File: config.mk
export PLATFORM = sky130hd
export DESIGN_NAME = dreq_ctrl
export DESIGN_NICKNAME = d
export VERILOG_FILES = /design/src/rtl/dreq_pkg.sv /design/src/rtl/dreq_sync.sv /design/src/rtl/dreq_gate_timer.sv /design/src/rtl/dreq_xfer_counter.sv /design/src/rtl/dreq_ctrl.sv
export SDC_FILE = /design/constraint.sdc
export NUM_CORES = 1
export LEC_CHECK = 0
export ABC_CLOCK_PERIOD_IN_PS = 2300
export CAP_MARGIN = 10
export CORE_MARGIN = 4
export CORE_UTILIZATION = 45
export CTS_BUF_LIST = sky130_fd_sc_hd__clkbuf_4
export CTS_CLUSTER_DIAMETER = 80
export DETAILED_ROUTE_END_ITERATION = 7
export PLACE_DENSITY = 0.71
export RECOVER_POWER = 50
export SLEW_MARGIN = 10
export SYNTH_ARGS = -nofsm -noshare
export SYNTH_HDL_FRONTEND = slang
export SYNTH_HIERARCHICAL = 1
export SYNTH_SLANG_ARGS = --single-unit
File: constraint.sdc
create_clock -name clk -period 2.3 [get_ports clk]
set_input_delay 0.23 -clock clk [delete_from_list [all_inputs] [get_ports clk]]
set_output_delay 0.23 -clock clk [all_outputs]
set_load 0.01 [all_outputs]
File: src/rtl/dreq_pkg.sv
package dreq_pkg;
    typedef enum logic [1:0] {
        XM_SINGLE  = 2'b00,
        XM_BURST   = 2'b01,
        XM_TIMED   = 2'b10,
        XM_COUNTED = 2'b11
    } xfer_mode_e;

    typedef enum logic [2:0] {
        S_IDLE,
        S_WAIT_REF,
        S_REQ,
        S_GAP,
        S_FINISH
    } dreq_state_e;
endpackage

File: src/rtl/dreq_sync.sv
module dreq_sync #(
    parameter int              W        = 2,
    parameter logic [W-1:0]    INIT     = '0,
    parameter logic [W-1:0]    FALL_SEL = '0
) (
    input  logic         clk,
    input  logic         rst_n,
    input  logic [W-1:0] d,
    output logic [W-1:0] edge_o
);
    for (genvar i = 0; i < W; i++) begin : g_bit
        logic ff1, ff2, prev;
        always_ff @(posedge clk) begin
            if (!rst_n) begin
                ff1  <= INIT[i];
                ff2  <= INIT[i];
                prev <= INIT[i];
            end else begin
                ff1  <= d[i];
                ff2  <= ff1;
                prev <= ff2;
            end
        end
        if (FALL_SEL[i]) begin : g_fall
            assign edge_o[i] = prev & ~ff2;
        end else begin : g_rise
            assign edge_o[i] = ff2 & ~prev;
        end
    end
endmodule

File: src/rtl/dreq_gate_timer.sv
module dreq_gate_timer #(
    parameter int CLK_KHZ  = 20000,
    parameter int SHORT_NS = 350,
    parameter int LONG_NS  = 750
) (
    input  logic clk,
    input  logic rst_n,
    input  logic load,
    input  logic long_sel,
    output logic expired
);
    localparam int G_SHORT = (SHORT_NS * CLK_KHZ + 999_999) / 1_000_000;
    localparam int G_LONG  = (LONG_NS  * CLK_KHZ + 999_999) / 1_000_000;
    localparam int GW      = $clog2(G_LONG + 1);

    logic [GW-1:0] cnt;

    always_ff @(posedge clk) begin
        if (!rst_n)
            cnt <= '0;
        else if (load)
            cnt <= long_sel ? GW'(G_LONG - 1) : GW'(G_SHORT - 1);
        else if (cnt != '0)
            cnt <= cnt - 1'b1;
    end

    assign expired = (cnt == '0);

    // a loaded window counts down one step per cycle
    a_r10_countdown: assert property (@(posedge clk) disable iff (!rst_n)
        (!load && cnt != '0) |=> (cnt == $past(cnt) - 1'b1));
endmodule

File: src/rtl/dreq_xfer_counter.sv
module dreq_xfer_counter #(
    parameter int TCW = 9
) (
    input  logic           clk,
    input  logic           rst_n,
    input  logic           clr,
    input  logic           inc,
    input  logic [TCW-1:0] target,
    output logic           hit
);
    logic [TCW-1:0] cnt;
    logic [TCW-1:0] cnt_nxt;

    assign cnt_nxt = cnt + 1'b1;
    assign hit     = inc && (cnt_nxt == target);

    always_ff @(posedge clk) begin
        if (!rst_n || clr)
            cnt <= '0;
        else if (inc)
            cnt <= cnt_nxt;
    end

    // the count holds between transfers
    a_r4_count_holds: assert property (@(posedge clk) disable iff (!rst_n)
        (!inc && !clr) |=> $stable(cnt));
endmodule

File: src/rtl/dreq_ctrl.sv
module dreq_ctrl
    import dreq_pkg::*;
#(
    parameter int CLK_KHZ     = 20000,
    parameter int LOW_W       = 8,
    parameter int HOLD_CYCLES = 8,
    parameter int BURST_XFERS = 8
) (
    input  logic             clk,
    input  logic             rst_n,
    input  logic             start_i,
    input  logic [1:0]       mode_i,
    input  logic             tc_src_i,
    input  logic             aux_i,
    input  logic [LOW_W-1:0] tc_low_i,
    input  logic             tc_pol_i,
    input  logic             req_pol_i,
    input  logic             dack_i,
    input  logic             ext_tc_i,
    input  logic             refresh_n_i,
    output logic             dreq_o,
    output logic             tc_o,
    output logic             done_o
);
    localparam int TCW  = LOW_W + 1;
    localparam int BMAX = (HOLD_CYCLES > BURST_XFERS) ? HOLD_CYCLES : BURST_XFERS;
    localparam int BW   = $clog2(BMAX + 1);

    dreq_state_e state, nxt;
    xfer_mode_e  mode;
    logic        prog;
    logic [1:0]  edge_v;
    logic        ext_rise, ref_fall;
    logic        hit, itc_hit, tmr_exp, enter_gap, start_acc;
    logic        req_act, tc_act, done_q;
    logic [BW-1:0] bcnt;

    assign mode      = xfer_mode_e'(mode_i);
    assign prog      = mode_i[1];
    assign start_acc = (state == S_IDLE) && start_i;

    dreq_sync #(.W(2), .INIT(2'b10), .FALL_SEL(2'b10)) u_sync (
        .clk(clk), .rst_n(rst_n),
        .d({refresh_n_i, ext_tc_i}), .edge_o(edge_v)
    );
    assign ext_rise = edge_v[0];
    assign ref_fall = edge_v[1];

    dreq_xfer_counter #(.TCW(TCW)) u_cnt (
        .clk(clk), .rst_n(rst_n), .clr(start_acc),
        .inc((state == S_REQ) && dack_i),
        .target({aux_i, tc_low_i}), .hit(hit)
    );
    assign itc_hit = !prog && tc_src_i && hit;

    dreq_gate_timer #(.CLK_KHZ(CLK_KHZ)) u_gate (
        .clk(clk), .rst_n(rst_n), .load(enter_gap),
        .long_sel(aux_i), .expired(tmr_exp)
    );

    always_comb begin
        nxt = state;
        unique case (state)
            S_IDLE:
                if (start_i)
                    nxt = (prog && !tc_src_i && aux_i) ? S_WAIT_REF : S_REQ;
            S_WAIT_REF:
                if (ext_rise)      nxt = S_FINISH;
                else if (ref_fall) nxt = S_REQ;
            S_REQ:
                if (ext_rise || itc_hit) nxt = S_FINISH;
                else begin
                    unique case (mode)
                        XM_SINGLE:  if (dack_i) nxt = S_GAP;
                        XM_BURST:   nxt = S_REQ;
                        XM_TIMED:   if (bcnt == BW'(HOLD_CYCLES - 1)) nxt = S_GAP;
                        XM_COUNTED: if (dack_i && bcnt == BW'(BURST_XFERS - 1)) nxt = S_GAP;
                        default:    nxt = S_REQ;
                    endcase
                end
            S_GAP:
                if (ext_rise)                         nxt = S_FINISH;
                else if (!prog)                       nxt = S_REQ;
                else if (tc_src_i ? tmr_exp : ref_fall) nxt = S_REQ;
            S_FINISH:
                nxt = S_IDLE;
            default:
                nxt = S_IDLE;
        endcase
    end

    assign enter_gap = (state == S_REQ) && (nxt == S_GAP);

    always_ff @(posedge clk) begin
        if (!rst_n) state <= S_IDLE;
        else        state <= nxt;
    end

    always_ff @(posedge clk) begin
        if (!rst_n || nxt != S_REQ || state != S_REQ)
            bcnt <= '0;
        else if (mode == XM_TIMED || (mode == XM_COUNTED && dack_i))
            bcnt <= bcnt + 1'b1;
    end

    always_ff @(posedge clk) begin
        if (!rst_n || start_acc) done_q <= 1'b0;
        else if (state == S_FINISH) done_q <= 1'b1;
    end

    always_comb begin
        req_act = (state == S_REQ);
        tc_act  = (state == S_FINISH);
        dreq_o  = req_act ^ req_pol_i;
        tc_o    = tc_act ^ tc_pol_i;
        done_o  = done_q;
    end

    a_r2_single_drop: assert property (@(posedge clk) disable iff (!rst_n)
        (req_act && dack_i && mode_i == 2'b00) |=> !req_act);
    a_r3_burst_hold: assert property (@(posedge clk) disable iff (!rst_n)
        (req_act && mode_i == 2'b01 && !ext_rise && !itc_hit) |=> req_act);
    a_r11_wait_first: assert property (@(posedge clk) disable iff (!rst_n)
        (start_acc && prog && !tc_src_i && aux_i) |=> !req_act);
    a_r13_tc_single: assert property (@(posedge clk) disable iff (!rst_n)
        tc_act |=> !tc_act);
    a_r13_done_after: assert property (@(posedge clk) disable iff (!rst_n)
        tc_act |=> done_q);
    a_r13_start_clears: assert property (@(posedge clk) disable iff (!rst_n)
        start_acc |=> !done_q);
endmodule

* Yosys cells after proc, flatten, opt, wreduce, memory -nomap -nowiden
Index checks and enable logic that the tools add are counted.
** Word-level totals
- Flip-flop bits (word level) :: 27
- Input port bits :: 20
- Logic and storage cells :: 72
** Operators by class
- $add $sub $neg :: 3
- Eq/ne operators :: 12
- Mux-type cells :: 17
- Bitwise operators :: 6
- Reductions and logical operators :: 23
** Operator list (count)
- 3-bit 2-to-1 mux :: 10
- 3-bit case mux with 4 select lines :: 2
- 4-bit 2-to-1 mux :: 3
- 1-bit logical AND :: 10
- 9-bit by 1-bit adder with 9-bit output (second input constant) :: 1
- 3-bit by 2-bit equality test with 1-bit output (second input constant) :: 3
- 9-bit equality test :: 1
- 3-bit by 2-bit != test with 1-bit output (second input constant) :: 2
- 1-bit logical OR :: 5
- 4-bit by 1-bit adder with 4-bit output (second input constant) :: 1
- 2-bit equality test (second input constant) :: 2
- 4-bit by 3-bit equality test with 1-bit output (second input constant) :: 1
- 4-bit zero test :: 1
- 4-bit nonzero test :: 1
- 4-bit by 1-bit subtractor with 4-bit output (second input constant) :: 1
- 3-bit by 1-bit equality test with 1-bit output (second input constant) :: 1
- 3-bit equality test (second input constant) :: 1
- 1-bit zero test :: 3
- 3-bit zero test :: 1
- 1-bit bitwise AND :: 2
- 2-bit by 1-bit equality test with 1-bit output (second input constant) :: 1
- 2-bit zero test :: 1
- 2-bit 2-to-1 mux :: 1
- 1-bit inverter :: 2
- other kinds (3) :: 4

* Longest topological paths before layout
Gate-level depths: netlist of run 1.
- Depth after elaboration :: 10
- Depth in mapped cells :: 12
- Mapped depth without buffers :: 11

* Cells and area by module
Netlist of run 1, hierarchy kept.
** By module, submodules not included
- dreq_xfer_counter :: times used 1, cells an instance 83, area an instance 676.9 um^2, seq. area each 180.2 um^2
- dreq_ctrl :: times used 1, cells an instance 61, area an instance 491.7 um^2, seq. area each 160.2 um^2
- dreq_gate_timer :: times used 1, cells an instance 21, area an instance 215.2 um^2, seq. area each 80.1 um^2
- dreq_sync :: times used 1, cells an instance 14, area an instance 170.2 um^2, seq. area each 120.1 um^2

* Worst setup path before layout of run 1
Ideal clock, no wire load.
- Kind :: flip-flop to flip-flop
- From :: reg state[0]
- To :: reg state[0]
- Arrival :: 2.329 ns
- Slack :: -0.149 ns
- Cell stages (with the launch flop) :: 12
- Path through :: dfxtp_1 -> nand2b_1 -> nor2_1 -> and2_1 -> clkbuf_1 -> nand3_1 -> a211o_1 -> nor4_2 -> nand2_1 -> nand3_1 -> a2111oi_4 -> o31a_1
** Between the ends
- Word-level cells in the longest chain between the ends :: 7
** RTL lines
- from (decl) :: RTL line dreq_ctrl.sv:29 : dreq_state_e state, nxt;
- from (signal assigned) :: RTL line dreq_ctrl.sv:96 : else state <= nxt;
- 3-bit by 2-bit equality test with 1-bit output :: RTL line dreq_ctrl.sv:51 : .inc((state == S_REQ) && dack_i),
- 1-bit logical AND :: RTL line dreq_ctrl.sv:51
- 1-bit logical AND :: RTL line dreq_xfer_counter.sv:15 : assign hit = inc && (cnt_nxt == target);
- named net hit :: RTL line dreq_ctrl.sv:34 : logic hit, itc_hit, tmr_exp, enter_gap, start_acc;
- 1-bit logical AND :: RTL line dreq_ctrl.sv:54 : assign itc_hit = !prog && tc_src_i && hit;
- 1-bit logical OR :: RTL line dreq_ctrl.sv:71 : if (ext_rise || itc_hit) nxt = S_FINISH;
- 3-bit 2-to-1 mux :: RTL line dreq_ctrl.sv:71
- 3-bit case mux with 4 select lines :: RTL line dreq_ctrl.sv:63 : unique case (state)
The timed path passes the listed nets, and every way through them passes these cells.
A chain may end at the register's enable or synchronous reset.

* Worst setup path in the final report of run 1
- From :: reg u_cnt.cnt[0]
- To :: reg u_gate.cnt[0]
** Between the ends
- Word-level cells in the longest chain between the ends :: 10
** RTL lines
- from (decl) :: RTL line dreq_xfer_counter.sv:11 : logic [TCW-1:0] cnt;
- from (signal assigned) :: RTL line dreq_xfer_counter.sv:21 : cnt <= cnt_nxt;
- 9-bit by 1-bit adder with 9-bit output * :: RTL line dreq_xfer_counter.sv:14 : assign cnt_nxt = cnt + 1'b1;
- 9-bit equality test * :: RTL line dreq_xfer_counter.sv:15
- 1-bit logical AND * :: RTL line dreq_xfer_counter.sv:15
- named net hit :: RTL line dreq_ctrl.sv:34
- 1-bit logical AND * :: RTL line dreq_ctrl.sv:54
- 1-bit logical OR * :: RTL line dreq_ctrl.sv:71
- 3-bit 2-to-1 mux * :: RTL line dreq_ctrl.sv:71
- 3-bit case mux with 4 select lines * :: RTL line dreq_ctrl.sv:63
- 3-bit by 2-bit equality test with 1-bit output * :: RTL line dreq_ctrl.sv:92 : assign enter_gap = (state == S_REQ) && (nxt == S_GAP);
- 1-bit logical AND * :: RTL line dreq_ctrl.sv:92
- named net enter_gap :: RTL line dreq_ctrl.sv:34
- 4-bit 2-to-1 mux or 2-bit nonzero test (tied branches)
- to (signal assigned) :: RTL line dreq_gate_timer.sv:22 : cnt <= long_sel ? GW'(G_LONG - 1) : GW'(G_SHORT - 1);
- to (signal assigned) :: RTL line dreq_gate_timer.sv:24 : cnt <= cnt - 1'b1;
- to (decl) :: RTL line dreq_gate_timer.sv:16 : logic [GW-1:0] cnt;
Mark *: on every way through the listed nets, which the timed path passes. The rest lies on a longest branch.

==> results of run 1 <==
==> cells by family (layout without fill, tap and decap cells) <==
logic type	count (synthesis)	after routing	synth area share
adder cells (fa/ha/maj)	3	3	0.02416
multiplexers	4	4	0.02577
AND/OR/NAND/NOR	84	84	0.3044
buffers and inverters	11	53	0.03703
flip-flops	27	27	0.3478
XOR/XNOR	22	22	0.1240
AO/OA/AOI/OAI	28	28	0.1369
==> flip-flops by register name, summed over array words and instances (netlist names) <==
| register | flops |
|---|---|
| bcnt | 4 |
| u_gate/cnt | 4 |
| u_sync/g_bit.ff2 | 2 |
| state | 3 |
| done_o | 1 |
| u_sync/g_bit.ff1 | 2 |
| u_sync/g_bit.prev | 2 |
| u_cnt/cnt | 9 |
==> cell usage in the layout (no fill, tap or decap), types with 4 or more instances in the layout <==
master | netlist | routed
clkdlybuf4s50_1 | 0 | 21
mux2i_1 | 4 | 4
dfxtp_2 | 0 | 4
nand2_1 | 13 | 12
nand3_1 | 11 | 10
xor2_1 | 13 | 13
xnor2_1 | 9 | 9
buf_4 | 2 | 21
nand2b_1 | 8 | 8
a21oi_1 | 10 | 9
inv_1 | 5 | 5
nor2_1 | 20 | 20
dfxtp_1 | 27 | 23
==> layer usage <==
metal,GRT usage,share of wire,vias to the layer above
li1,-,-,702
met1,0.2093,0.45,637
met2,0.2995,0.49,30
met3,0.02698,0.046,5
met4,0.04569,0.011,0
met5,0,0,-
==> timing repair <==
action,4_1_cts,5_1_grt
setup endpoints to repair,3,10
gates resized for setup,4,10
buffers inserted,4,1
pin swaps,11,11
cloned,0,0
==> area by class of cell <==
cell class | instances | area, um^2 | area share
Multi-Input combinational cell | 141 | 996.0 | 0.4889
Sequential cell | 27 | 545.5 | 0.2678
Timing Repair Buffer | 44 | 389.1 | 0.1910
Tap cell | 46 | 57.56 | 0.02826
Clock buffer | 3 | 22.52 | 0.01106
Inverter | 5 | 18.77 | 0.009214
Clock inverter | 1 | 7.507 | 0.003686
==> final timing paths <==
path                                       start                              to  cells past startpoint
hold / removal                          ext_tc_i  u_sync/g_bit[0].ff1$_SDFF_PN0_                      2
setup / recovery       u_cnt/cnt[0]$_SDFFE_PP0P_      u_gate/cnt[0]$_SDFFE_PN0P_                     11
setup reg to reg       u_cnt/cnt[0]$_SDFFE_PP0P_      u_gate/cnt[0]$_SDFFE_PN0P_                     11
hold reg to reg   u_sync/g_bit[1].ff1$_SDFF_PN1_  u_sync/g_bit[1].ff2$_SDFF_PN1_                      1
==> report_power, final <==
group          switching, uW  leakage (uW)  internal (uW)
Sequential              31.7      0.000222            506
Combinational            165      0.000542            194
Clock                    150     0.0000139           66.7
==> Yosys cell counts, types with 2 or more instances <==
library cell | n | share of area
nor2_1 | 20 | 0.048
nand4_1 | 3 | 0.012
and2b_1 | 2 | 0.0097
nand3_1 | 11 | 0.035
buf_4 | 2 | 0.0097
clkbuf_1 | 2 | 0.0048
dfxtp_1 | 27 | 0.35
xor2_1 | 13 | 0.073
ha_1 | 3 | 0.024
nand2b_1 | 8 | 0.032
a21oi_1 | 10 | 0.032
xnor2_1 | 9 | 0.051
a31oi_1 | 2 | 0.0081
nand3b_1 | 2 | 0.0097
nor3_1 | 4 | 0.013
or3_1 | 3 | 0.012
and2_1 | 5 | 0.020
mux2i_1 | 4 | 0.026
o211ai_1 | 2 | 0.0097
inv_1 | 5 | 0.012
nor2b_1 | 3 | 0.012
o21ai_0 | 3 | 0.0097
nand2_1 | 13 | 0.031
==> through the flow <==
step / setup TNS [ns] / util / power, uW
3_5_place_dp: -1.354 / 0.5797 / 897.9
2_1_floorplan: 0 / - / 790.3
6_report: 0 / 0.6104 / 1114
5_1_grt: -0.05764 / 0.6104 / 1186
4_1_cts: -0.01211 / 0.6022 / 1120
3_3_place_gp: -0.6535 / 0.5797 / 879.3
==> critical path, stage by stage, from the launching register on <==
cell       delay [ns]
dfxtp_2          0.38
buf_4            0.14
and2_2           0.20
nand3_1          0.11
xor2_1           0.17
a21oi_2          0.14
nor4_2           0.07
nand2_1          0.08
nand3_2          0.10
a2111oi_4        0.48
buf_4            0.20
nor3_2           0.03
==> key figures, run 1 <==
Status
  • Outcome: finished clean

STA
  • Final period util: 0.9526
  • Worst setup margin: 0.1090 ns
  • Fin. Hold Viols: 0
  • RSZ-0062 raised after global routing: true
  • Fin. max-slew vios: 0
  • Skew final: 0.002811 ns
  • Hold WS: between 0.4 and 0.5 ns
  • Period minus WS final: 2.191 ns
  • Peak Freq: approximately 460 MHz
  • # setup viols final: 0
  • Worst-Margin Slew: 0.4706 ns
  • Rel. slew slack: 0.6863

Worst setup path
  • Crit-path max FO: 6
  • Setup CP Type: register to register
  • Required @ worst endpoint: 2.54 ns
  • Crit path arrival time: between 2 and 2.5 ns
  • Crit. End Element: register
  • Reg2Reg Setup Slack: about 0.11 ns
  • Startpoint types: register

Floorplanning
  • Die height: 66.77 um
  • Die area: 4458 um^2
  • Core ar.: roughly 3300 um^2
  • Initial Util: 0.4657
  • Die width: 66.77 um
  • Top Ports: 23
  • # rows: 21

Drt
  • Vias per cell: 5.146
  • Final wirelength: 3.492 mm
  • ANT nets after route: 0
  • DR WL/cell: approximately 13 um
  • DR DRC count: 0
  • Pre-Repair DR Iteration Count: 4
  • Initial DRC count: 57
  • DR vias: 1,374

Clocking
  • Hold Buf Count CTS: 0
  • Clock buffer count from CTS: 3
  • Worst-skew pair later-pin latency: 0.33 ns
  • H-tree levels: 1
  • CTS root buf: clkbuf_4
  • Clk pin slew, worst setup/hold paths: about 0.15 ns
  • Clk sinks: 27
  • Clock Path Buffers: 2
  • CTS tree: built

Placed design
  • Setup slack at placement: -0.2198 ns
  • Placed inst area: 1934 um^2
  • Dpl cells: 259
  • Post-DP HPWL: 2.684 mm
  • Port buffer count: 22
  • Placer Congestion: around 0.8

Global routing
  • Vias in the first global route: 1,368
  • Global-route wire length before repair: 5.844 mm
  • Initial antenna violation count: 0
  • Pin count of the biggest net entering global routing: 17
  • Gr usage total: 0.1688
  • Grt ovf: 0

Final layout
  • # diodes: 0
  • Non-Filler Instances: 267
  • Cell area after layout: 2037 um^2
  • Final-stage net count: 245
  • Fillers: 303
  • Share of layout cells above drive strength 1: 0.2172
  • Area delta synth->final: 31.08%

Power
  • Cell Pwr Density: 547.1 nW/um^2
  • Maximum vdd drop: around 0.37 mV
  • LEAKAGE: 0.0007781 uW

Yosys
  • Post-synthesis async set-or-reset flop share: 0
  • Number of synthesized register bits: 27
  • Yosys warnings: 6
  • Post-Syn Nets: ~200
  • Synth cell types: 46
  • Syn Std Cell Area: 1554 um^2
  • Synth Area per Inst: slightly below 9 um^2
  • EDFF count, synth: 0
  • Post-synth top flop: dfxtp_1
  • Syn Inst Count: 179
  • Post-synthesis sequential area ratio: 0.3478

Min path
  • Min-Delay Path Class: primary input to register

Run
  • Max-capacitance violation count: 0
(Power assumes the default switching activity.)
==> run 2, diff against run 1 <==
Settings changed: SLEW_MARGIN 10 to unset.
==> results of run 2 <==
No change in the layout: final DEF, timing and power equal those of run 1.
==> run 3, diff against run 2 <==
--- a/config.mk
+++ b/config.mk
@@ -8,11 +8,14 @@
 export ABC_CLOCK_PERIOD_IN_PS = 2300
 export CAP_MARGIN = 10
+export CELL_PAD_IN_SITES_DETAIL_PLACEMENT = 1
+export CELL_PAD_IN_SITES_GLOBAL_PLACEMENT = 1
 export CORE_MARGIN = 4
-export CORE_UTILIZATION = 45
+export CORE_UTILIZATION = 38
 export CTS_BUF_LIST = sky130_fd_sc_hd__clkbuf_4
 export CTS_CLUSTER_DIAMETER = 80
 export DETAILED_ROUTE_END_ITERATION = 7
-export PLACE_DENSITY = 0.71
+export PLACE_DENSITY_LB_ADDON = 0.1
 export RECOVER_POWER = 50
+export SLEW_MARGIN = 10
 export SYNTH_ARGS = -nofsm -noshare
 export SYNTH_HDL_FRONTEND = slang
==> constraint.sdc (replaced) <==
create_clock -name clk -period 2.3 [get_ports clk]
set_input_delay 0.69 -clock clk [delete_from_list [all_inputs] [get_ports clk]]
set_output_delay 0.69 -clock clk [all_outputs]
set_load 0.01 [all_outputs]
==> key figures, run 3 (synthesis results as in run 1) <==
Run
  • Max-capacitance violation count: 0 (unchanged)

Drt
  • Pre-Repair DR Iteration Count: 4 (unchanged)
  • ANT nets after route: 0 (unchanged)
  • DR WL/cell: 15.68 um (was 13.08 um)
  • Initial DRC count: 25 (was 57)
  • DR vias: 1,444 (was 1,374)
  • Vias per cell: 5.289 (was 5.146)
  • Final wirelength: 4.280 mm (was 3.492 mm)
  • DR DRC count: 0 (unchanged)

Final layout
  • Top flop regs: u_cnt/cnt (9), bcnt (4), u_gate/cnt (4) (unchanged)
  • Area of the multi-input gates: 1046 um^2 (was 996.0 um^2)
  • Fillers: 451 (was 303)
  • Most common cell after layout, fill and taps aside: buf_4 (was dfxtp_1)
  • Max FFs per register: 9 (unchanged)
  • Share of layout cells above drive strength 1: 0.2667 (was 0.2172)
  • Commonest non-fill, non-tap cells in the layout: 24 x buf_4, 23 x dfxtp_1, 18 x nor2_1 (was 23 x dfxtp_1, 21 x clkdlybuf4s50_1, 21 x buf_4)
  • Cell area after layout: 2108 um^2 (was 2037 um^2)
  • # diodes: 0 (unchanged)
  • Reg area: 548.0 um^2 (was 545.5 um^2)
  • Layout Utilization: 0.5550 (was 0.6104)
  • Final-stage net count: 249 (was 245)
  • Area delta synth->final: 35.67% (was 31.08%)
  • Most flops, register: u_cnt/cnt (unchanged)

Worst setup path
  • Setup CP Type: primary input to register (was register to register)
  • CP cell instances: clkdlybuf4s50_1 -> xor2_1 -> nand3_1 -> a211o_1 -> nor4_4 -> nand2_1 -> nand3_2 -> a2111oi_4 -> buf_4 -> buf_6 -> nor3_2 (was buf_4 -> and2_2 -> nand3_1 -> xor2_1 -> a21oi_2 -> nor4_2 -> nand2_1 -> nand3_2 -> a2111oi_4 -> buf_4 -> nor3_2)
  • Crit path arrival time: 2.65 ns (was 2.43 ns)
  • Startpoint types: primary input (was register)
  • Required @ worst endpoint: 2.59 ns (was 2.54 ns)
  • Crit. End Element: register (unchanged)
  • Reg2Reg Setup Slack: -0.02 ns (was 0.11 ns)
  • Critical path's largest stage delay: 0.47 ns (was 0.48 ns)
  • Max stage delay cell, worst path: clkdlybuf4s50_1 (was a2111oi_4)
  • Crit-path max FO: 5 (was 6)

Floorplanning
  • Die area: 5177 um^2 (was 4458 um^2)
  • Core ar.: 3799 um^2 (was 3337 um^2)
  • Die height: 71.95 um (was 66.77 um)
  • Die width: 71.95 um (was 66.77 um)
  • # rows: 22 (was 21)
  • Top Ports: 23 (unchanged)
  • Initial Util: 0.4091 (was 0.4657)

Clocking
  • Clk pin slew, worst setup/hold paths: 0.17 ns (was 0.15 ns)
  • H-tree levels: 1 (unchanged)
  • Clk sinks: 27 (unchanged)
  • Clock Path Buffers: 2 (unchanged)
  • Worst-skew pair later-pin latency: 0.34 ns (was 0.33 ns)
  • Clock buffer count from CTS: 3 (unchanged)
  • CTS tree: built (unchanged)
  • CTS root buf: clkbuf_4 (unchanged)

STA
  • Fin. Hold Viols: 0 (unchanged)
  • Rel. slew slack: 0.6787 (was 0.6863)
  • Final period util: 1.027 (was 0.9526)
  • Fin Setup TNS: -0.1882 ns (was 0 ns)
  • RSZ-0062 raised after global routing: true (unchanged)
  • Hold WS: 0.4463 ns (was 0.4340 ns)
  • Period minus WS final: 2.361 ns (was 2.191 ns)
  • Fin. max-slew vios: 0 (unchanged)
  • Peak Freq: 423.5 MHz (was 456.4 MHz)
  • Skew final: 0.006525 ns (was 0.002811 ns)
  • Worst setup margin: -0.06113 ns (was 0.1090 ns)
  • # setup viols final: 5 (was 0)
  • Worst-Margin Slew: 0.4809 ns (was 0.4706 ns)

Power
  • Cell Pwr Density: 548.2 nW/um^2 (was 547.1 nW/um^2)
  • Maximum vdd drop: 0.6359 mV (was 0.3737 mV)
  • LEAKAGE: 0.0008221 uW (was 0.0007781 uW)

Status
  • Outcome: complete, but fails checks (was finished clean)
  • Failing checks: setup timing

Placed design
  • Port buffer count: 22 (unchanged)
  • Placed inst area: 1958 um^2 (was 1934 um^2)
  • Post-DP HPWL: 3.281 mm (was 2.684 mm)
  • Placer Congestion: 0.8384 (was 0.8233)

Min path
  • Min-Delay Path Class: register to register (was primary input to register)

Global routing
  • Vias in the first global route: 1,502 (was 1,368)
  • Gr usage total: 0.1659 (was 0.1688)
  • Global-route wire length before repair: 6.962 mm (was 5.844 mm)
  • Pin count of the biggest net entering global routing: 18 (was 17)
  • Grt ovf: 0 (unchanged)
  • Initial antenna violation count: 0 (unchanged)
-- run 3: changes by cell type in the layout (fill, tap and decap cells not counted), sizes merged, moves of 2 or more --
cell / before / now
buf: 22 / 26
clkdlybuf4s15: 0 / 2
clkdlybuf4s50: 21 / 12
dlygate4sd2: 0 / 5
-- run 3: worst max-delay path, delay by kind of cell --
kind / cells / cell delay (ns)
xor gates and xnor gates: 1 / 0.18
AOI/OAI and AO/OA: 2 / 0.40
buffers and inverters: 3 / 0.77
and+or+nand+nor: 5 / 0.61
-- run 3: cell type report --
type	count	share of cell area
Timing Repair Buffer	48	0.1917
Tap cell	48	0.02849
Clock inverter	1	0.004154
Multi-Input combinational cell	141	0.4961
Sequential cell	27	0.2599
Clock buffer	3	0.01068
Inverter	5	0.008902
-- run 3: repair_timing --
action	CTS	global route
resized for setup	20	18
endpoints found under the hold margin	0	0
buffers inserted	3	3
setup endpoints to repair	13	13
hold buffers	0	0
pin swaps	15	15
-- run 3: report_power, final --
group / switching [uW] / total [uW] / internal [uW] / leakage [uW]
logic: 182 / 380 / 197 / 0.000582
registers: 36.3 / 542 / 506 / 0.000222
clock network: 163 / 234 / 71.0 / 0.0000183
total: 382 / 1160 / 774 / 0.000822
-- run 3: path summary, 6_finish.rpt --
kind                                        from                              to  cells after the start
setup reg to reg       u_cnt/cnt[0]$_SDFFE_PP0P_      u_gate/cnt[0]$_SDFFE_PN0P_                     13
setup / recovery                     tc_low_i[0]      u_gate/cnt[0]$_SDFFE_PN0P_                     11
hold / removal    u_sync/g_bit[1].ff1$_SDFF_PN1_  u_sync/g_bit[1].ff2$_SDFF_PN1_                      1
hold reg to reg   u_sync/g_bit[1].ff1$_SDFF_PN1_  u_sync/g_bit[1].ff2$_SDFF_PN1_                      1
-- run 3: stage by stage --
| stage | power, uW | instances | worst slack (ns) |
|---|---|---|---|
| after floorplan | 792.9 | 179 | -0.05287 |
| after global routing | 1227 | 273 | -0.1464 |
| after CTS | 1161 | 271 | -0.08717 |
| final | 1156 | 273 | -0.06113 |
| after detailed placement | 921.0 | 264 | -0.7567 |
| after global placement | 884.7 | 264 | -0.5987 |
-- run 3: metal layers --
layer,up-vias,track usage,part of all wire
met5,-,0,0
met4,0,0.03549,0.0082
met3,4,0.03186,0.024
met2,16,0.3143,0.54
met1,711,0.1915,0.43
li1,713,-,-
